===== src/rtl/bga_pkg.sv =====
package bga_pkg;

   typedef enum logic [1:0] {
      ARB_OWN  = 2'd0,
      ARB_PEND = 2'd1,
      ARB_FREE = 2'd2,
      ARB_BACK = 2'd3
   } arb_state_e;

   localparam int unsigned MIN_SYNC_STAGES = 2;

endpackage


===== src/rtl/bga_sync.sv =====
module bga_sync #(
   parameter int unsigned STAGES = 2
) (
   input  logic clk,
   input  logic rst_n,
   input  logic req_n_async,
   output logic req_seen
);
   localparam int unsigned LAST = STAGES - 1;

   logic [LAST:0] chain_q;

   generate
      if (STAGES < bga_pkg::MIN_SYNC_STAGES) begin : g_bad_stages
         $error("bga_sync: STAGES below minimum");
      end
   endgenerate

   genvar gi;
   generate
      for (gi = 0; gi < STAGES; gi++) begin : g_stage
         if (gi == 0) begin : g_first
            always_ff @(posedge clk or negedge rst_n) begin
               if (!rst_n) chain_q[0] <= 1'b0;
               else        chain_q[0] <= ~req_n_async;
            end
         end else begin : g_next
            always_ff @(posedge clk or negedge rst_n) begin
               if (!rst_n) chain_q[gi] <= 1'b0;
               else        chain_q[gi] <= chain_q[gi-1];
            end
         end
      end
   endgenerate

   assign req_seen = chain_q[LAST];

endmodule


===== src/rtl/bga_fsm.sv =====
module bga_fsm
   import bga_pkg::*;
(
   input  logic       clk,
   input  logic       rst_n,
   input  logic       req_seen,
   input  logic       cyc_active,
   input  logic       cyc_end,
   output arb_state_e state
);
   arb_state_e state_q, state_d;
   logic       at_boundary;

   // The bus may change hands on the final clock of a cycle or when no cycle is in flight.
   assign at_boundary = cyc_end | ~cyc_active;

   always_comb begin
      state_d = state_q;
      unique case (state_q)
         ARB_OWN:  if (req_seen) state_d = at_boundary ? ARB_FREE : ARB_PEND;
         ARB_PEND: if (at_boundary) state_d = ARB_FREE;
         ARB_FREE: if (!req_seen) state_d = ARB_BACK;
         ARB_BACK: state_d = ARB_OWN;
         default:  state_d = ARB_OWN;
      endcase
   end

   always_ff @(posedge clk or negedge rst_n) begin
      if (!rst_n) state_q <= ARB_OWN;
      else        state_q <= state_d;
   end

   assign state = state_q;

endmodule


===== src/rtl/bga_decode.sv =====
module bga_decode
   import bga_pkg::*;
(
   input  arb_state_e state,
   output logic       bgnt_n,
   output logic       drv_en,
   output logic       stall
);
   always_comb begin
      bgnt_n = 1'b1;
      drv_en = 1'b1;
      stall  = 1'b1;
      unique case (state)
         ARB_OWN:  stall  = 1'b0;
         ARB_PEND: bgnt_n = 1'b0;
         ARB_FREE: begin
            bgnt_n = 1'b0;
            drv_en = 1'b0;
         end
         ARB_BACK: drv_en = 1'b0;
         default:  stall  = 1'b0;
      endcase
   end

endmodule


===== src/rtl/bus_grant_arbiter.sv =====
module bus_grant_arbiter
   import bga_pkg::*;
#(
   parameter int unsigned SYNC_STAGES = 2
) (
   input  logic clk,
   input  logic rst_n,
   input  logic breq_n,
   input  logic cyc_active,
   input  logic cyc_end,
   output logic bgnt_n,
   output logic drv_en,
   output logic stall
);
   logic       req_seen;
   arb_state_e state;

   bga_sync #(.STAGES(SYNC_STAGES)) u_sync (
      .clk         (clk),
      .rst_n       (rst_n),
      .req_n_async (breq_n),
      .req_seen    (req_seen)
   );

   bga_fsm u_fsm (
      .clk        (clk),
      .rst_n      (rst_n),
      .req_seen   (req_seen),
      .cyc_active (cyc_active),
      .cyc_end    (cyc_end),
      .state      (state)
   );

   bga_decode u_dec (
      .state  (state),
      .bgnt_n (bgnt_n),
      .drv_en (drv_en),
      .stall  (stall)
   );

endmodule


===== config.mk =====
export PLATFORM = sky130hd
export DESIGN_NAME = bus_grant_arbiter
export DESIGN_NICKNAME = d
export VERILOG_FILES = /design/src/rtl/bga_pkg.sv /design/src/rtl/bga_sync.sv /design/src/rtl/bga_fsm.sv /design/src/rtl/bga_decode.sv /design/src/rtl/bus_grant_arbiter.sv
export SDC_FILE = /design/constraint.sdc
export NUM_CORES = 1
export LEC_CHECK = 0
export ABC_AREA = 1
export BUFFER_PORTS_ARGS = -buffer_cell sky130_fd_sc_hd__buf_4
export CAP_MARGIN = 30
export CORE_AREA = 5 5 42 44
export DETAILED_ROUTE_END_ITERATION = 7
export DIE_AREA = 0 0 47 49
export MAX_ROUTING_LAYER = met4
export SKIP_CTS_REPAIR_TIMING = 1
export SLEW_MARGIN = 25
export SYNTH_ARGS = -nofsm -noshare
export SYNTH_HDL_FRONTEND = slang
export SYNTH_HIERARCHICAL = 1
export SYNTH_SLANG_ARGS = --single-unit

===== constraint.sdc =====
create_clock -name clk -period 1.4 [get_ports clk]
set_clock_uncertainty 0.05 [all_clocks]
set_input_delay 0.14 -clock clk [delete_from_list [all_inputs] [get_ports clk]]
set_output_delay 0.14 -clock clk [all_outputs]
set_load 0.02 [all_outputs]

==> reports/summary.txt <==
Status -> finished clean
Critical path cell sequence -> inv_2, ha_1, inv_1, buf_4
Pins Over Slew Limit -> 0
Commonest non-fill, non-tap cells in the layout -> 13 x nand2_1, 10 x inv_1, 8 x buf_4
Slew Limit Headroom -> 0.9160
CP peak stage delay -> 0.40 ns
Critical path class -> reg -> out
DR vias -> 266
Reg2Reg Depth -> 8
Port bufs -> 7
Global-route wire length before repair -> 1007 um
Crit path required time -> 1.21 ns
Synth cell types -> 8
Seq cells post-synth -> 4
Initial antenna violation count -> 0
Antenna viol nets, final -> 0
Startpoint Class -> flip-flop
Bufs on Longest Clock Path -> 2
Post-Syn Area -> 297.8 um2
Final Critical Period -> 1.341 ns
Skew-Pair Late Insertion Delay -> 0.24 ns
Via/cell ratio -> 3.800
# DRC -> 0
Drt pass-1 iters -> 2
CTS buffer count -> 3
Final cycle utilization of the critical path -> 0.9582
Worst-margin pin slew -> 0.1256 ns
# clock sinks -> 4
Final setup fails -> 0
Share of total power in sequential cells -> 0.226
Comb pwr share -> 0.602
Worst R2R Setup Slack -> 0.11 ns
CTS tree -> done
HPWL Detailed -> 361.8 um
Syn Inst Count -> 41
Filler cells -> 149
P_leak -> 0.2465 nW
Critical R2R Capture -> u_fsm/state[0]$_DFFE_PN0P_
Clock Pin Slew Worst Setup and Hold Paths -> 0.04 ns
CP Max Fanout -> 5
Share of layout cells above drive strength 1 -> 0.2963
Drt wl/cell -> 7.700 um
Vias in the first global route -> 257
Multi-input gate area -> 158.9 um2
Largest net degree at the start of global routing -> 7
Syn-to-layout area delta -> 42.86%
Total chip power -> 0.8676 mW
Sw power -> 0.3896 mW
Worst Hold Class -> in -> async
FF/Latch Area -> 102.6 um2
Slowest-stage cell, CP -> dfrtp_2
H-tree depth -> 1
CP endpoint -> bgnt_n
Die area -> 0.002303 mm2
FMAX -> 745.5 MHz
Die Y-Extent -> 49 um
Switching Fraction -> 0.4490
Syn Area/Cell -> 7.263 um2
Sequential fraction of the synthesis area -> 0.3361
Placer's final routability congestion estimate -> 0.6934
I/O Pins -> 8
Final hold vios -> 0
Total grt overflow -> 0
Launching point of the worst reg2reg path -> u_fsm/state[0]$_DFFE_PN0P_
Clock share of power -> 0.172
Syn. warnings -> 6
N_diodes -> 0
Pwr Density -> 2040 mW/mm2
Worst Path Arrival -> 1.15 ns
Max cap viols -> 0
Initial Utilization -> 0.2125
Crit path from -> u_fsm/state[0]$_DFFE_PN0P_
Post-synthesis net count -> 52
# nets final -> 67
Row count -> 14
P_int -> 0.4781 mW
Overall Global Routing Usage -> 0.06445
Die X -> 47 um
Iter 0 DRT Violations -> 1
Placeable core area -> 0.001401 mm2
Most common cell after layout, fill and taps aside -> nand2_1
CP endpoint kind -> output port
Final Hold Slack -> 0.1761 ns
Worst vdd ir -> 1.076 mV
Clk Tree Root Cell -> clkbuf_4
Routed WL -> 539 um
[stage by stage]
stage,instances,util,setup TNS [ns],cell area [um2],worst slack [ns]
floorplan,41,-,0,297.8,0.2865
global route,70,0.3036,-0.02008,425.4,-0.007830
CTS,67,0.2804,0,392.9,0.007881
detailed placement,64,0.2643,0,370.4,0.1686
global placement,64,0.2643,0,370.4,0.1815
finish,70,0.3036,0,425.4,0.05858
[cells in the mapped netlist]
master / number / area, um2
nand2_1: 13 / 48.80
inv_1: 11 / 41.29
ha_1: 6 / 75.07
dfrtp_1: 4 / 100.1
nor2_1: 3 / 11.26
nand3_1: 2 / 10.01
nand2_2: 1 / 6.260
o21ai_1: 1 / 5.000
[power groups by stage]
stage	registers (mW)	logic (mW)	clock network (mW)
finish	0.196	0.523	0.149
CTS	0.187	0.500	0.151
global route	0.205	0.615	0.170
detailed placement	0.190	0.493	0
global placement	0.188	0.495	0
floorplan	0.179	0.346	0
[critical path, delay by kind of cell (launching register included)]
family | cells | cell delay, ns
adder cells (fa/ha/maj) | 1 | 0.28
flip-flops | 1 | 0.40
buffers and inverters | 3 | 0.23
[worst min-delay path by stage]
stage	start	endpoint	slack [ns]	cells after the start
finish	rst_n	u_fsm/state[0]$_DFFE_PN0P_	0.18	2
global route	rst_n	u_fsm/state[0]$_DFFE_PN0P_	0.17	2
CTS	rst_n	u_fsm/state[0]$_DFFE_PN0P_	-0.37	1
detailed placement	rst_n	u_fsm/state[0]$_DFFE_PN0P_	-0.11	1
global placement	rst_n	u_fsm/state[0]$_DFFE_PN0P_	-0.11	1
floorplan	rst_n	u_fsm/state[0]$_DFFE_PN0P_	-0.21	0
[registers in the layout (all words and copies together) (netlist names)]
name / flops
u_fsm/state: 2
u_sync/chain_q: 1
u_sync/req_seen: 1
[logic make-up after synthesis]
family | after synthesis | share of synthesized area
and+or+nand+nor | 19 | 0.2563
buffers and inverters | 11 | 0.1387
adders and majority gates | 6 | 0.2521
DFF | 4 | 0.3361
AOI/OAI and AO/OA | 1 | 0.01679
[area by class of cell]
type | instances | area share
multi-input cells | 26 | 0.3735
flip-flops and latches | 4 | 0.2412
repair buffers | 10 | 0.1882
inverters | 11 | 0.09706
clock buffers | 3 | 0.05294
well taps | 16 | 0.04706
[routing by layer]
| metal | GRT usage | up-vias | share of wire |
|---|---|---|---|
| met1 | 0.09534 | 111 | 0.47 |
| met5 | - | - | 0 |
| met4 | 0 | 0 | 0 |
| li1 | - | 143 | - |
| met3 | 0.06642 | 0 | 0.12 |
| met2 | 0.06335 | 12 | 0.41 |
(Power assumes the default switching activity.)
